<file path="config.mk">
export PLATFORM = sky130hd
export DESIGN_NAME = regbank8
export DESIGN_NICKNAME = d
export VERILOG_FILES = /design/src/rtl/regbank8_pkg.sv /design/src/rtl/regbank8_decode.sv /design/src/rtl/regbank8_step8.sv /design/src/rtl/regbank8_step16.sv /design/src/rtl/regbank8.sv
export SDC_FILE = /design/constraint.sdc
export NUM_CORES = 1
export LEC_CHECK = 0
export ABC_AREA = 1
export BUFFER_PORTS_ARGS = -buffer_cell sky130_fd_sc_hd__buf_2
export CELL_PAD_IN_SITES_DETAIL_PLACEMENT = 1
export CELL_PAD_IN_SITES_GLOBAL_PLACEMENT = 1
export CORE_ASPECT_RATIO = 1.75
export CORE_MARGIN = 3
export CORE_UTILIZATION = 42
export DETAILED_ROUTE_END_ITERATION = 10
export PLACE_DENSITY_LB_ADDON = 0.1
export SLEW_MARGIN = 5
export SYNTH_ARGS = -nofsm -noshare
export SYNTH_HDL_FRONTEND = slang
export SYNTH_SLANG_ARGS = --single-unit
export TNS_END_PERCENT = 1
</file>
<file path="constraint.sdc">
create_clock -name clk -period 5.11 [get_ports clk]
set_input_delay 0.7665 -clock clk [delete_from_list [all_inputs] [get_ports clk]]
set_output_delay 0.7665 -clock clk [all_outputs]
set_load 0.05 [all_outputs]
</file>
<file path="src/rtl/regbank8_pkg.sv">
package regbank8_pkg;

  localparam int CODE_MEM = 6;
  localparam int NUM_CODES = 8;

  localparam logic [7:0] OPC_HALT = 8'h76;
  localparam logic [7:0] OPC_SWAP = 8'hEB;
  localparam logic [7:0] OPC_SPLD = 8'hF9;

  typedef enum logic [3:0] {
    K_NONE, K_MOV, K_MVI, K_INR, K_DCR, K_LXI,
    K_INX, K_DCX, K_DAD, K_SWAP, K_SPLD, K_HALT
  } kind_e;

  typedef struct packed {
    kind_e      kind;
    logic [2:0] dst;
    logic [2:0] src;
    logic [1:0] pair;
  } dec_t;

endpackage

</file>
<file path="src/rtl/regbank8_decode.sv">
module regbank8_decode
  import regbank8_pkg::*;
(
  input  logic       valid,
  input  logic [7:0] opcode,
  output dec_t       dec
);

  always_comb begin
    dec.kind = K_NONE;
    dec.dst  = opcode[5:3];
    dec.src  = opcode[2:0];
    dec.pair = opcode[5:4];
    if (valid) begin
      case (opcode[7:6])
        2'b01: dec.kind = (opcode == OPC_HALT) ? K_HALT : K_MOV;
        2'b00: begin
          case (opcode[2:0])
            3'b110: dec.kind = K_MVI;
            3'b100: dec.kind = K_INR;
            3'b101: dec.kind = K_DCR;
            3'b001: dec.kind = opcode[3] ? K_DAD : K_LXI;
            3'b011: dec.kind = opcode[3] ? K_DCX : K_INX;
            default: dec.kind = K_NONE;
          endcase
        end
        2'b11: begin
          if (opcode == OPC_SWAP)      dec.kind = K_SWAP;
          else if (opcode == OPC_SPLD) dec.kind = K_SPLD;
          else                         dec.kind = K_NONE;
        end
        default: dec.kind = K_NONE;
      endcase
    end
  end

endmodule

</file>
<file path="src/rtl/regbank8_step8.sv">
module regbank8_step8 #(
  parameter int W = 8
) (
  input  logic [W-1:0] val,
  input  logic         down,
  output logic [W-1:0] res,
  output logic         zf,
  output logic         sf,
  output logic         pf,
  output logic         acf
);

  localparam logic [W-1:0] ONE = {{(W-1){1'b0}}, 1'b1};

  always_comb begin
    res = down ? (val - ONE) : (val + ONE);
    zf  = (res == '0);
    sf  = res[W-1];
    pf  = ~^res;
    acf = down ? (val[3:0] != 4'h0) : (val[3:0] == 4'hF);
  end

endmodule

</file>
<file path="src/rtl/regbank8_step16.sv">
module regbank8_step16
  import regbank8_pkg::*;
#(
  parameter int W = 16
) (
  input  logic [W-1:0] opnd,
  input  logic [W-1:0] hl,
  input  kind_e        kind,
  output logic [W-1:0] res,
  output logic         cy
);

  localparam logic [W-1:0] ONE = {{(W-1){1'b0}}, 1'b1};

  logic [W:0] sum;

  always_comb begin
    sum = {1'b0, hl} + {1'b0, opnd};
    cy  = 1'b0;
    case (kind)
      K_INX:   res = opnd + ONE;
      K_DCX:   res = opnd - ONE;
      K_DAD: begin
        res = sum[W-1:0];
        cy  = sum[W];
      end
      default: res = opnd;
    endcase
  end

endmodule

</file>
<file path="src/rtl/regbank8.sv">
module regbank8
  import regbank8_pkg::*;
#(
  parameter int DW = 8
) (
  input  logic          clk,
  input  logic          rst_n,
  input  logic          op_valid,
  input  logic [7:0]    opcode,
  input  logic [DW-1:0] imm_lo,
  input  logic [DW-1:0] imm_hi,
  input  logic [DW-1:0] mem_rdata,
  output logic [2*DW-1:0] mem_addr,
  output logic          mem_rd,
  output logic          mem_wr,
  output logic [DW-1:0] mem_wdata,
  output logic          flag_we_szpa,
  output logic          flag_we_cy,
  output logic          flag_z,
  output logic          flag_s,
  output logic          flag_p,
  output logic          flag_ac,
  output logic          flag_cy,
  output logic          halt_o,
  input  logic [2:0]    rd_sel,
  output logic [DW-1:0] rd_data,
  output logic [2*DW-1:0] sp_o
);

  localparam int PW = 2 * DW;
  localparam int SNAP_W = 7 * DW + PW;

  dec_t d;
  logic [DW-1:0] rf [NUM_CODES];
  logic [PW-1:0] sp_q;
  logic [PW-1:0] hl, de, pair_opnd, wide_val, step16_res;
  logic [DW-1:0] step8_in, step8_res, byte_val;
  logic          byte_op, dst_is_mem, src_is_mem, step_op;
  logic          wr8_en, wr16_en, swap_en, step16_cy;
  logic [1:0]    wr16_idx;
  logic [SNAP_W-1:0] state_snap;

  regbank8_decode u_dec (.valid(op_valid), .opcode(opcode), .dec(d));

  assign hl = {rf[4], rf[5]};
  assign de = {rf[2], rf[3]};

  always_comb begin
    case (d.pair)
      2'd0:    pair_opnd = {rf[0], rf[1]};
      2'd1:    pair_opnd = de;
      2'd2:    pair_opnd = hl;
      default: pair_opnd = sp_q;
    endcase
  end

  // byte path
  assign dst_is_mem = (d.dst == 3'(CODE_MEM));
  assign src_is_mem = (d.src == 3'(CODE_MEM));
  assign step_op    = (d.kind == K_INR) || (d.kind == K_DCR);
  assign byte_op    = step_op || (d.kind == K_MOV) || (d.kind == K_MVI);
  assign step8_in   = dst_is_mem ? mem_rdata : rf[d.dst];

  regbank8_step8 #(.W(DW)) u_step8 (
    .val(step8_in), .down(d.kind == K_DCR), .res(step8_res),
    .zf(flag_z), .sf(flag_s), .pf(flag_p), .acf(flag_ac)
  );

  always_comb begin
    case (d.kind)
      K_MOV:   byte_val = src_is_mem ? mem_rdata : rf[d.src];
      K_MVI:   byte_val = imm_lo;
      default: byte_val = step8_res;
    endcase
  end

  assign wr8_en    = byte_op && !dst_is_mem;
  assign mem_wr    = byte_op && dst_is_mem;
  assign mem_rd    = ((d.kind == K_MOV) && src_is_mem) || (step_op && dst_is_mem);
  assign mem_wdata = byte_val;
  assign mem_addr  = hl;

  // pair path
  regbank8_step16 #(.W(PW)) u_step16 (
    .opnd(pair_opnd), .hl(hl), .kind(d.kind), .res(step16_res), .cy(step16_cy)
  );

  always_comb begin
    case (d.kind)
      K_LXI:   wide_val = {imm_hi, imm_lo};
      K_SPLD:  wide_val = hl;
      default: wide_val = step16_res;
    endcase
  end

  assign wr16_en  = (d.kind == K_LXI) || (d.kind == K_INX) || (d.kind == K_DCX) ||
                    (d.kind == K_DAD) || (d.kind == K_SPLD);
  assign wr16_idx = (d.kind == K_DAD) ? 2'd2 : (d.kind == K_SPLD) ? 2'd3 : d.pair;
  assign swap_en  = (d.kind == K_SWAP);

  assign flag_we_szpa = step_op;
  assign flag_we_cy   = (d.kind == K_DAD);
  assign flag_cy      = step16_cy;
  assign halt_o       = (d.kind == K_HALT);

  // storage: one byte register per code except the memory code
  for (genvar gi = 0; gi < NUM_CODES; gi++) begin : g_reg
    if (gi == CODE_MEM) begin : g_hole
      assign rf[gi] = '0;
    end else begin : g_store
      localparam bit IN_PAIR = (gi < 6);
      localparam bit IN_SWAP = (gi >= 2) && (gi < 6);
      localparam int PIDX    = gi / 2;
      localparam bit IS_LOW  = (gi % 2) == 1;
      localparam int PARTNER = gi ^ 6;
      logic [DW-1:0] q;
      always_ff @(posedge clk or negedge rst_n) begin
        if (!rst_n)
          q <= '0;
        else if (wr8_en && (d.dst == 3'(gi)))
          q <= byte_val;
        else if (IN_PAIR && wr16_en && (wr16_idx == 2'(PIDX)))
          q <= IS_LOW ? wide_val[DW-1:0] : wide_val[PW-1:DW];
        else if (IN_SWAP && swap_en)
          q <= rf[PARTNER];
      end
      assign rf[gi] = q;
    end
  end

  always_ff @(posedge clk or negedge rst_n) begin
    if (!rst_n)
      sp_q <= '0;
    else if (wr16_en && (wr16_idx == 2'd3))
      sp_q <= wide_val;
  end

  assign rd_data    = rf[rd_sel];
  assign sp_o       = sp_q;
  assign state_snap = {rf[0], rf[1], rf[2], rf[3], rf[4], rf[5], rf[7], sp_q};

  // assertions
  AST_HALT_FREEZE: assert property (@(posedge clk) disable iff (!rst_n)
    halt_o |=> $stable(state_snap));
  AST_MEMWR_NO_REG: assert property (@(posedge clk) disable iff (!rst_n)
    mem_wr |=> $stable(state_snap));
  AST_IDLE_HOLD: assert property (@(posedge clk) disable iff (!rst_n)
    !op_valid |=> $stable(state_snap));
  AST_PAIR_NO_FLAG: assert property (@(posedge clk) disable iff (!rst_n)
    (d.kind == K_INX || d.kind == K_DCX) |-> (!flag_we_szpa && !flag_we_cy));
  AST_HL_LOAD: assert property (@(posedge clk) disable iff (!rst_n)
    (d.kind == K_LXI && d.pair == 2'd2) |=> hl == $past({imm_hi, imm_lo}));
  AST_SP_LOAD: assert property (@(posedge clk) disable iff (!rst_n)
    (d.kind == K_LXI && d.pair == 2'd3) |=> sp_q == $past({imm_hi, imm_lo}));
  AST_DAD_SUM: assert property (@(posedge clk) disable iff (!rst_n)
    (d.kind == K_DAD) |=> hl == PW'($past(hl) + $past(pair_opnd)));
  AST_SWAP_PAIRS: assert property (@(posedge clk) disable iff (!rst_n)
    swap_en |=> (hl == $past(de)) && (de == $past(hl)));
  AST_SP_FROM_HL: assert property (@(posedge clk) disable iff (!rst_n)
    (d.kind == K_SPLD) |=> sp_q == $past(hl));

endmodule

</file>
==> results.yml, run 1 <==
detailed_routing:
  totalWireLength_mm: 50.86
  vias: 11440
  remaining_drc_errors: 0
  viasPerCell: 6.384
  drt_iter0_drc: 1136
  dr.pass1.iters: 6
  antenna_left: 0
  wl_per_cell_um: 28.38
synthesis:
  synth_area_per_cell_sq_um: 6.024
  ys_seq_area_frac: 0.2121
  syn_inst: 1410
  synth_cell_types: 46
  async_reset_ff_frac: 1.000
  syn-num-nets: 1491
  ys.warnings.count: 0
  synth-main-ff-cell: "dfrtp_1"
  synth-seq-cells: 72
  mappedNetlistArea_sq_mm: 0.008493
  synth_edf_count: 0
global_routing:
  grt_util_all_layers: 0.4596
  first_global_vias: 12150
  grt_max_degree: 73
  antenna_found_initial: 0
  grt_pass1_wl_mm: 75.07
  overflow: 0
setup_path:
  required_ns: 4.34
  crit_type: "in2out"
  critPathMaxFanout: 19
  start_kind: "input port"
  r2r-end: "g_reg[2].g_store.q[1]"
  rrSetupSlack_ns: 1.29
  endpoint_kind: "output pin"
  crit_arrival_ns: 4.19
  reg2reg_depth: 15
  r2r-start: "g_reg[1].g_store.q[6]"
finish:
  layout_commonest_cell: "nand2_1"
  final_area_sq_mm: 0.01005
  layout.nets: 1623
  fin_cells: 1792
  layout_common_cells: "nand2_1 (392), o21ai_0 (149), inv_1 (140)"
  syn2layout_area_growth_pct: 18.34
  drive_gt1_frac: 0.1674
  n_antenna_cell: 0
  finish.utilization: 0.5070
sta:
  timing.final.crit_share: 0.9700
  worstMarginPinSlew_ns: 1.041
  setup_slack_ns: 0.1531
  rsz0062_at_grt: "false"
  relSlewSlack: 0.3060
  clock_skew_ns: 0.008463
  timing.hold.ws_ns: 0.5538
  hold_violations: 0
  setup-tns-final_ns: 0
  period_needed_ns: 4.957
  fmax_mhz: 201.7
  finalSetupViolations: 0
  drv_slew: 0
floorplanning:
  core_sq_mm: 0.01982
  die_area_sq_mm: 0.02203
  rows: 68
  boundaryPins: 96
  die_w_um: 113.5
  die-height_um: 194.1
  initial_utilization: 0.4284
power:
  total_power_mw: 5.110
  vdd_drop_max_v: 0.0005545
  leakage_nw: 5.059
  power.density_mw_per_mm2: 508.4
flow_run:
  drv_cap: 0
placed_design:
  dp_cells: 1776
  numPortBuffers: 95
  dp_hpwl_mm: 40.72
  postPlaceCellArea_sq_mm: 0.009663
  pre_cts_slack_ns: -0.01067
  gp_congestion: 1.076
clock_network:
  cts_buffer_depth: 2
  root_buffer: "clkbuf_16"
  ctsHtreeMaxLevel: 3
  clock-sinks: 72
  numCtsBuffers: 9
  worst_skew_pair.late_latency_ns: 0.36
  cts_hold_buf: 0
  clkSlewWorstSetupHoldPaths_ns: 0.06
  cts_tree: "done"
  post-cts-setup-buffers: 0
worst_hold_path:
  min_path_type: "in2async"
status:
  outcome: "completed"
power by group:
group,switching (mW),leakage [nW],internal (mW)
combinational,2.26,4.00,0.920
clock,0.269,0.170,0.491
sequential,0.399,0.886,0.772
total,2.93,5.06,2.18
area by class of cell:
cell class | instances | area, sq um
timing repair buffer | 175 | 1104
multi-input combinational | 1122 | 5882
tap | 245 | 306.5
clock buffer | 11 | 242.7
inverter | 162 | 610.6
fill | 2818 | 9773
sequential | 72 | 1802
clock inverter | 5 | 103.9
layer usage:
| layer | routed length [um] | track usage | part of all wire |
|---|---|---|---|
| met2 | 24350 | 0.7690 | 0.48 |
| met1 | 15750 | 0.4318 | 0.31 |
| met4 | 7255 | 0.4996 | 0.14 |
| met3 | 3506 | 0.09681 | 0.069 |
| met5 | 0 | 0 | 0 |
cell usage after synthesis (2+ instances only):
cell type	n	area share
o31ai_1	2	0.0018
a21oi_1	99	0.058
a32oi_1	8	0.0083
clkbuf_1	34	0.015
xor2_1	7	0.0072
nor3_1	9	0.0053
nand4_1	5	0.0037
buf_1	3	0.0013
nand3b_1	4	0.0035
o211ai_1	27	0.024
nor3_4	3	0.0057
o21ai_2	2	0.0021
buf_2	8	0.0047
nor4_1	4	0.0029
nand3_1	131	0.077
a21o_1	3	0.0027
nor2_4	5	0.0066
inv_1	142	0.063
o221ai_1	4	0.0041
nor2_8	2	0.0047
a211oi_1	3	0.0027
dfrtp_1	72	0.21
o2111ai_1	2	0.0021
ha_1	40	0.059
inv_2	18	0.0080
o21ai_0	149	0.088
buf_4	9	0.0080
nor2_1	86	0.038
clkinv_1	2	0.00088
or2_2	11	0.0081
nor2_2	6	0.0044
nand2_1	395	0.17
fa_1	3	0.0071
o22ai_1	33	0.024
nand2_2	7	0.0052
a22oi_1	21	0.019
xnor2_1	4	0.0041
o21ai_1	24	0.014
a31oi_1	16	0.012
critical path, stage by stage:
cell and delay [ns]:
buf_2 0.15, nand2_1 0.12, buf_4 0.32, inv_1 0.16
buf_4 0.19, nand2_1 0.08, nand2_1 0.08, inv_1 0.16
ha_1 0.22, inv_1 0.07, fa_1 0.44, o21ai_0 0.28
buf_4 0.22, nand3_1 0.08, nand2_1 0.11, nand2_1 0.06
nand2_1 0.07, nand2_1 0.07, inv_1 0.05, o21ai_0 0.06
a21oi_1 0.12, buf_2 0.28
flip-flops by register name, indices dropped and copies added, names as in the netlist:
name and count:
sp_o 16, g.g_store.q 56
cells by family (layout without fill, tap and decap cells):
kind of cell | after synthesis | count (layout) | share of synthesized area
flip-flops | 72 | 72 | 0.2121
XOR/XNOR | 11 | 11 | 0.01134
buffers and inverters | 216 | 353 | 0.1006
AO/OA/AOI/OAI | 398 | 398 | 0.2684
AND/OR/NAND/NOR | 670 | 670 | 0.3415
adder cells (fa/ha/maj) | 43 | 43 | 0.06600
how the worst max path moves through the flow:
stage	startpoint	end	slack, ns	depth (start not counted)
2_1_floorplan	opcode[1]	flag_p	0.08	24
4_1_cts	opcode[2]	flag_p	0.04	26
3_5_place_dp	opcode[2]	flag_p	-0.01	26
6_report	opcode[4]	flag_cy	0.15	22
3_3_place_gp	opcode[2]	flag_p	0.08	26
5_1_grt	opcode[4]	flag_p	0.004	23
what timing repair did:
action                                  4_1_cts  5_1_grt
pin swaps                                     0        1
endpoints found under the setup margin        1        2
gates resized for setup                       1       13
No activity file was read; power rests on OpenSTA's default activity.
==> inputs of run 2 (changes only) <==
Settings changed: CORE_ASPECT_RATIO 1.75 to 0.75.
==> run 2 against run 1 <==
  * Clock power down 17%
  * Power fell by 3.9%
  * Combinational power down 1%
  * Core utilization up 0.37 points
  * Sequential power is essentially flat
  * Critical path depth grew 5
  * Largest power group unchanged
==> results.yml, run 2 (synthesized netlist as in run 1, its figures left out) <==
status:
  outcome: "completed"
setup_path:
  critPathTopFamily: "simple AND/OR/NAND/NOR gates"
  crit_top_cell: "nand2_1"
  crit_arrival_ns: 4.19
  crit_type: "in2out"
  required_ns: 4.34
  reg2reg_depth: 20
  endpoint_kind: "output pin"
  start_kind: "input port"
  slowest_delay_ns: 0.32
  rrSetupSlack_ns: 1.39
  r2r-start: "g_reg[5].g_store.q[0]"
  slowest_stage: "ha_1"
  r2r-end: "g_reg[2].g_store.q[2]"
  critPathMaxFanout: 6
  path_buf_inv: 7
detailed_routing:
  totalWireLength_mm: 47.18
  remaining_drc_errors: 0
  vias: 11660
  wl_per_cell_um: 26.26
  drt_iter0_drc: 1561
  dr.pass1.iters: 5
  antenna_left: 0
  viasPerCell: 6.489
clock_network:
  clock-sinks: 72
  cts_buffer_depth: 2
  numCtsBuffers: 9
  cts_hold_buf: 0
  clkSlewWorstSetupHoldPaths_ns: 0.06
  worst_skew_pair.late_latency_ns: 0.35
  ctsHtreeMaxLevel: 3
  cts_tree: "done"
  root_buffer: "clkbuf_16"
finish:
  syn2layout_area_growth_pct: 17.84
  largest_reg_flops: 56
  layout_commonest_cell: "nand2_1"
  n_antenna_cell: 0
  layout_common_cells: "nand2_1 (390), o21ai_0 (149), inv_1 (140)"
  drive_gt1_frac: 0.1710
  top_register: "g.g_store.q"
  fin_cells: 1797
  layout.nets: 1620
global_routing:
  first_global_vias: 11210
  antenna_found_initial: 2
  grt_max_degree: 58
  overflow: 0
  grt_util_all_layers: 0.4243
  grt_pass1_wl_mm: 69.74
floorplanning:
  core_sq_mm: 0.01960
  boundaryPins: 96
  initial_utilization: 0.4334
  die_area_sq_mm: 0.02198
  die_w_um: 170.2
  die-height_um: 129.2
  rows: 44
power:
  leakage_nw: 4.998
  vdd_drop_max_v: 0.0002649
  total_power_mw: 4.913
  power.density_mw_per_mm2: 490.9
sta:
  relSlewSlack: 0.3595
  period_needed_ns: 4.957
  finalSetupViolations: 0
  fmax_mhz: 201.7
  hold_violations: 0
  worstMarginPinSlew_ns: 0.9544
  timing.final.crit_share: 0.9700
  drv_slew: 0
  clock_skew_ns: 0.01214
placed_design:
  gp_congestion: 1.048
  dp_hpwl_mm: 38.17
  numPortBuffers: 95
  dp_cells: 1777
worst_hold_path:
  min_path_type: "in2async"
flow_run:
  drv_cap: 0
## run 2: cell types whose count changed in the layout (fill, tap and decap cells not counted), sizes merged
cell,before,now
bufinv,3,0
clkinv,4,6
clkinvlp,0,2
buf,175,171
## run 2: how the worst max path moves through the flow
stage                   start     end  slack [ns]  depth (start not counted)
finish              opcode[2]  flag_p        0.15                         27
global route        opcode[2]  flag_p       -0.03                         27
CTS                 opcode[1]  flag_p        0.02                         26
detailed placement  opcode[1]  flag_p       0.002                         26
global placement    opcode[2]  flag_p        0.15                         26
floorplan           opcode[1]  flag_p        0.08                         24
## run 2: layer usage
metal	routed length, um	GRT usage	part of all wire
met3	6734	0.1659	0.14
met5	23	0	0.00049
met4	1713	0.1321	0.036
met1	20910	0.6220	0.44
met2	17800	0.5661	0.38
## run 2: report_power, final
| group | leakage, nW | switching, mW | internal (mW) |
|---|---|---|---|
| clock | 0.139 | 0.282 | 0.344 |
| combinational | 3.97 | 2.23 | 0.908 |
| sequential | 0.886 | 0.373 | 0.772 |
| total | 5.00 | 2.89 | 2.02 |
## run 2: through the flow
step           cell area (sq um)  hold slack [ns]  TNS (ns)  setup slack (ns)    util
2_1_floorplan               8503           0.4709         0           0.07865       -
3_3_place_gp                9605           0.5430         0            0.1522  0.4901
3_5_place_dp                9605           0.5605         0          0.001584  0.4901
4_1_cts                     9902           0.2707         0           0.01754  0.5052
5_1_grt                    10010           0.2821  -0.02813          -0.02813  0.5107
6_report                   10010           0.2734         0            0.1533  0.5107
## run 2: area by class of cell
type / count / area [sq um]
Clock buffer: 10 / 239.0
Clock inverter: 6 / 43.79
Fill cell: 2776 / 9590
Inverter: 162 / 611.8
Multi-Input combinational cell: 1122 / 5923
Sequential cell: 72 / 1802
Tap cell: 253 / 316.6
Timing Repair Buffer: 172 / 1072
## run 2: what timing repair did
action / in CTS / in global routing
buffers inserted: 1 / 3
pin swaps: 0 / 5
gates resized for setup: 2 / 20
setup endpoints to repair: 1 / 2
==> inputs of run 3 (changes only) <==
Settings changed: BUFFER_PORTS_ARGS -buffer_cell sky130_fd_sc_hd__buf_2 to -buffer_cell sky130_fd_sc_hd__buf_4.
==> run 3 against run 2 <==
  * Setup slack improved by 0.031 ns
  * Cell count shrank 0.56%
  * Routed wire length rose by 0.73%
  * Clock skew is 0.0021 ns higher
  * Highest routed layer unchanged
  * Power grew 2.5%
  * First-iteration DRC count shrank 5.3%
==> results.yml, run 3 (synthesized netlist as in run 1, its figures left out) <==
status:
  outcome: "completed"
finish:
  drive_gt1_frac: 0.1624
  top_register: "g.g_store.q"
  layout_common_cells: "nand2_1 (390), buf_4 (160), o21ai_0 (148)"
  fill_cells: 2767
  layout.nets: 1609
  largest_reg_flops: 56
  layout_commonest_cell: "nand2_1"
  fin_cells: 1787
  syn2layout_area_growth_pct: 19.25
  finish.utilization: 0.5168
setup_path:
  slowest_stage: "ha_1"
  crit_arrival_ns: 4.16
  critPathMaxFanout: 15
  endpoint_kind: "output pin"
  required_ns: 4.34
  slowest_delay_ns: 0.32
  critPathTopFamily: "buffers and inverters"
  start_kind: "input port"
  crit_type: "in2out"
  crit_top_cell: "nand2_1"
  path_buf_inv: 7
  cp_cell_sequence: "buf_4 -> buf_4 -> nor2_2 -> inv_2 -> o22ai_1 -> o21ai_0 -> a32o_1 -> ha_1 -> inv_1 -> nor3_1 -> a211oi_1 -> nand2_1 -> nand2_1 -> nand2_1 -> inv_1 -> nand2_1 -> nand2_2 -> inv_1 -> ha_1 -> xnor2_2 -> xnor2_2 -> buf_6"
sta:
  setup-tns-final_ns: 0
  clock_skew_ns: 0.01421
  fmax_mhz: 203.0
  finalSetupViolations: 0
  relSlewSlack: 0.3082
  period_needed_ns: 4.926
  drv_slew: 0
  timing.final.crit_share: 0.9639
  timing.hold.ws_ns: 0.5559
  hold_violations: 0
  worstMarginPinSlew_ns: 1.038
power:
  p_int_mw: 2.087
  vdd_drop_max_v: 0.0003334
  total_power_mw: 5.034
  netSwitchingFraction: 0.5854
  power_frac_comb: 0.650
  leakage_nw: 5.007
  seqPwrFrac: 0.228
  clock_power_share: 0.122
  p_switching_mw: 2.947
  power.density_mw_per_mm2: 497.0
detailed_routing:
  antenna_left: 0
  drt_iter0_drc: 1478
  vias: 11480
  totalWireLength_mm: 47.53
  wl_per_cell_um: 26.60
  dr.pass1.iters: 6
  remaining_drc_errors: 0
  viasPerCell: 6.426
global_routing:
  overflow: 0
  first_global_vias: 10860
  grt_max_degree: 73
  grt_pass1_wl_mm: 68.97
  grt_util_all_layers: 0.4240
  antenna_found_initial: 1
clock_network:
  root_buffer: "clkbuf_16"
  clock-sinks: 72
  ctsHtreeMaxLevel: 3
  cts_tree: "done"
  cts_buffer_depth: 2
  clkSlewWorstSetupHoldPaths_ns: 0.07
  worst_skew_pair.late_latency_ns: 0.35
  numCtsBuffers: 9
  cts_hold_buf: 0
placed_design:
  numPortBuffers: 95
  dp_hpwl_mm: 38.60
  dp_cells: 1769
  gp_congestion: 1.094
floorplanning:
  rows: 44
  initial_utilization: 0.4334
  die_area_sq_mm: 0.02198
  die_w_um: 170.2
  core_sq_mm: 0.01960
  die-height_um: 129.2
  boundaryPins: 96
worst_hold_path:
  min_path_type: "in2async"
flow_run:
  drv_cap: 0
-- run 3: cell type report --
| class | instances | area (sq um) | area share |
|---|---|---|---|
| clock buffers | 10 | 229.0 | 0.02261 |
| well taps | 253 | 316.6 | 0.03125 |
| repair buffers | 161 | 1212 | 0.1197 |
| diodes | 1 | 2.502 | 0.0002471 |
| flip-flops and latches | 72 | 1802 | 0.1779 |
| clock inverters | 6 | 45.04 | 0.004447 |
| inverters | 162 | 615.6 | 0.06078 |
| multi-input cells | 1122 | 5906 | 0.5831 |
-- run 3: routing by layer --
metal | vias to the layer above | GRT usage | wire length, um
met5 | - | 0 | 15
met4 | 4 | 0.1197 | 1523
met3 | 112 | 0.1702 | 6789
met2 | 755 | 0.5608 | 18110
met1 | 5573 | 0.6275 | 21090
li1 | 5040 | - | -
-- run 3: what timing repair did --
item	CTS	global route
pin swaps	0	4
buffers inserted	0	1
gates resized for setup	1	20
endpoints found under the setup margin	1	4
-- run 3: power by group through the flow --
stage	registers (mW)	logic (mW)	clock network, mW
5_1_grt	1.14	3.45	0.638
4_1_cts	1.10	3.11	0.607
6_report	1.15	3.27	0.614
3_5_place_dp	1.11	3.10	0
3_3_place_gp	1.12	3.03	0
2_1_floorplan	1.24	1.57	0
-- run 3: per-stage QoR --
step                worst slack (ns)  cell area, sq um
floorplan                    0.07865              8503
global placement              0.1088              9781
detailed placement          -0.04044              9781
CTS                          0.01036             10060
global route                -0.01028             10130
finish                        0.1842             10130
-- run 3: worst paths after layout --
kind / end / slack [ns] / cells past startpoint / startpoint
worst min-delay path: sp_o[5] / 0.56 / 1 / rst_n
worst max register to register: g_reg[2].g_store.q[4] / 1.56 / 16 / g_reg[3].g_store.q[1]
worst min register to register: g_reg[1].g_store.q[0] / 0.56 / 2 / g_reg[1].g_store.q[0]
max in group asynchronous: g_reg[7].g_store.q[3] / 3.83 / 1 / rst_n
min in group clk: g_reg[1].g_store.q[0] / 0.56 / 2 / g_reg[1].g_store.q[0]
worst max-delay path: flag_p / 0.18 / 22 / opcode[4]
-- run 3: worst register-to-register path, delay by kind of cell (launching register included) --
family / cells / cell delay [ns]
buffers and inverters: 2 / 0.40
and+or+nand+nor: 9 / 1.15
DFF: 1 / 0.48
adders and majority gates: 1 / 0.52
AOI/OAI and AO/OA: 4 / 0.89
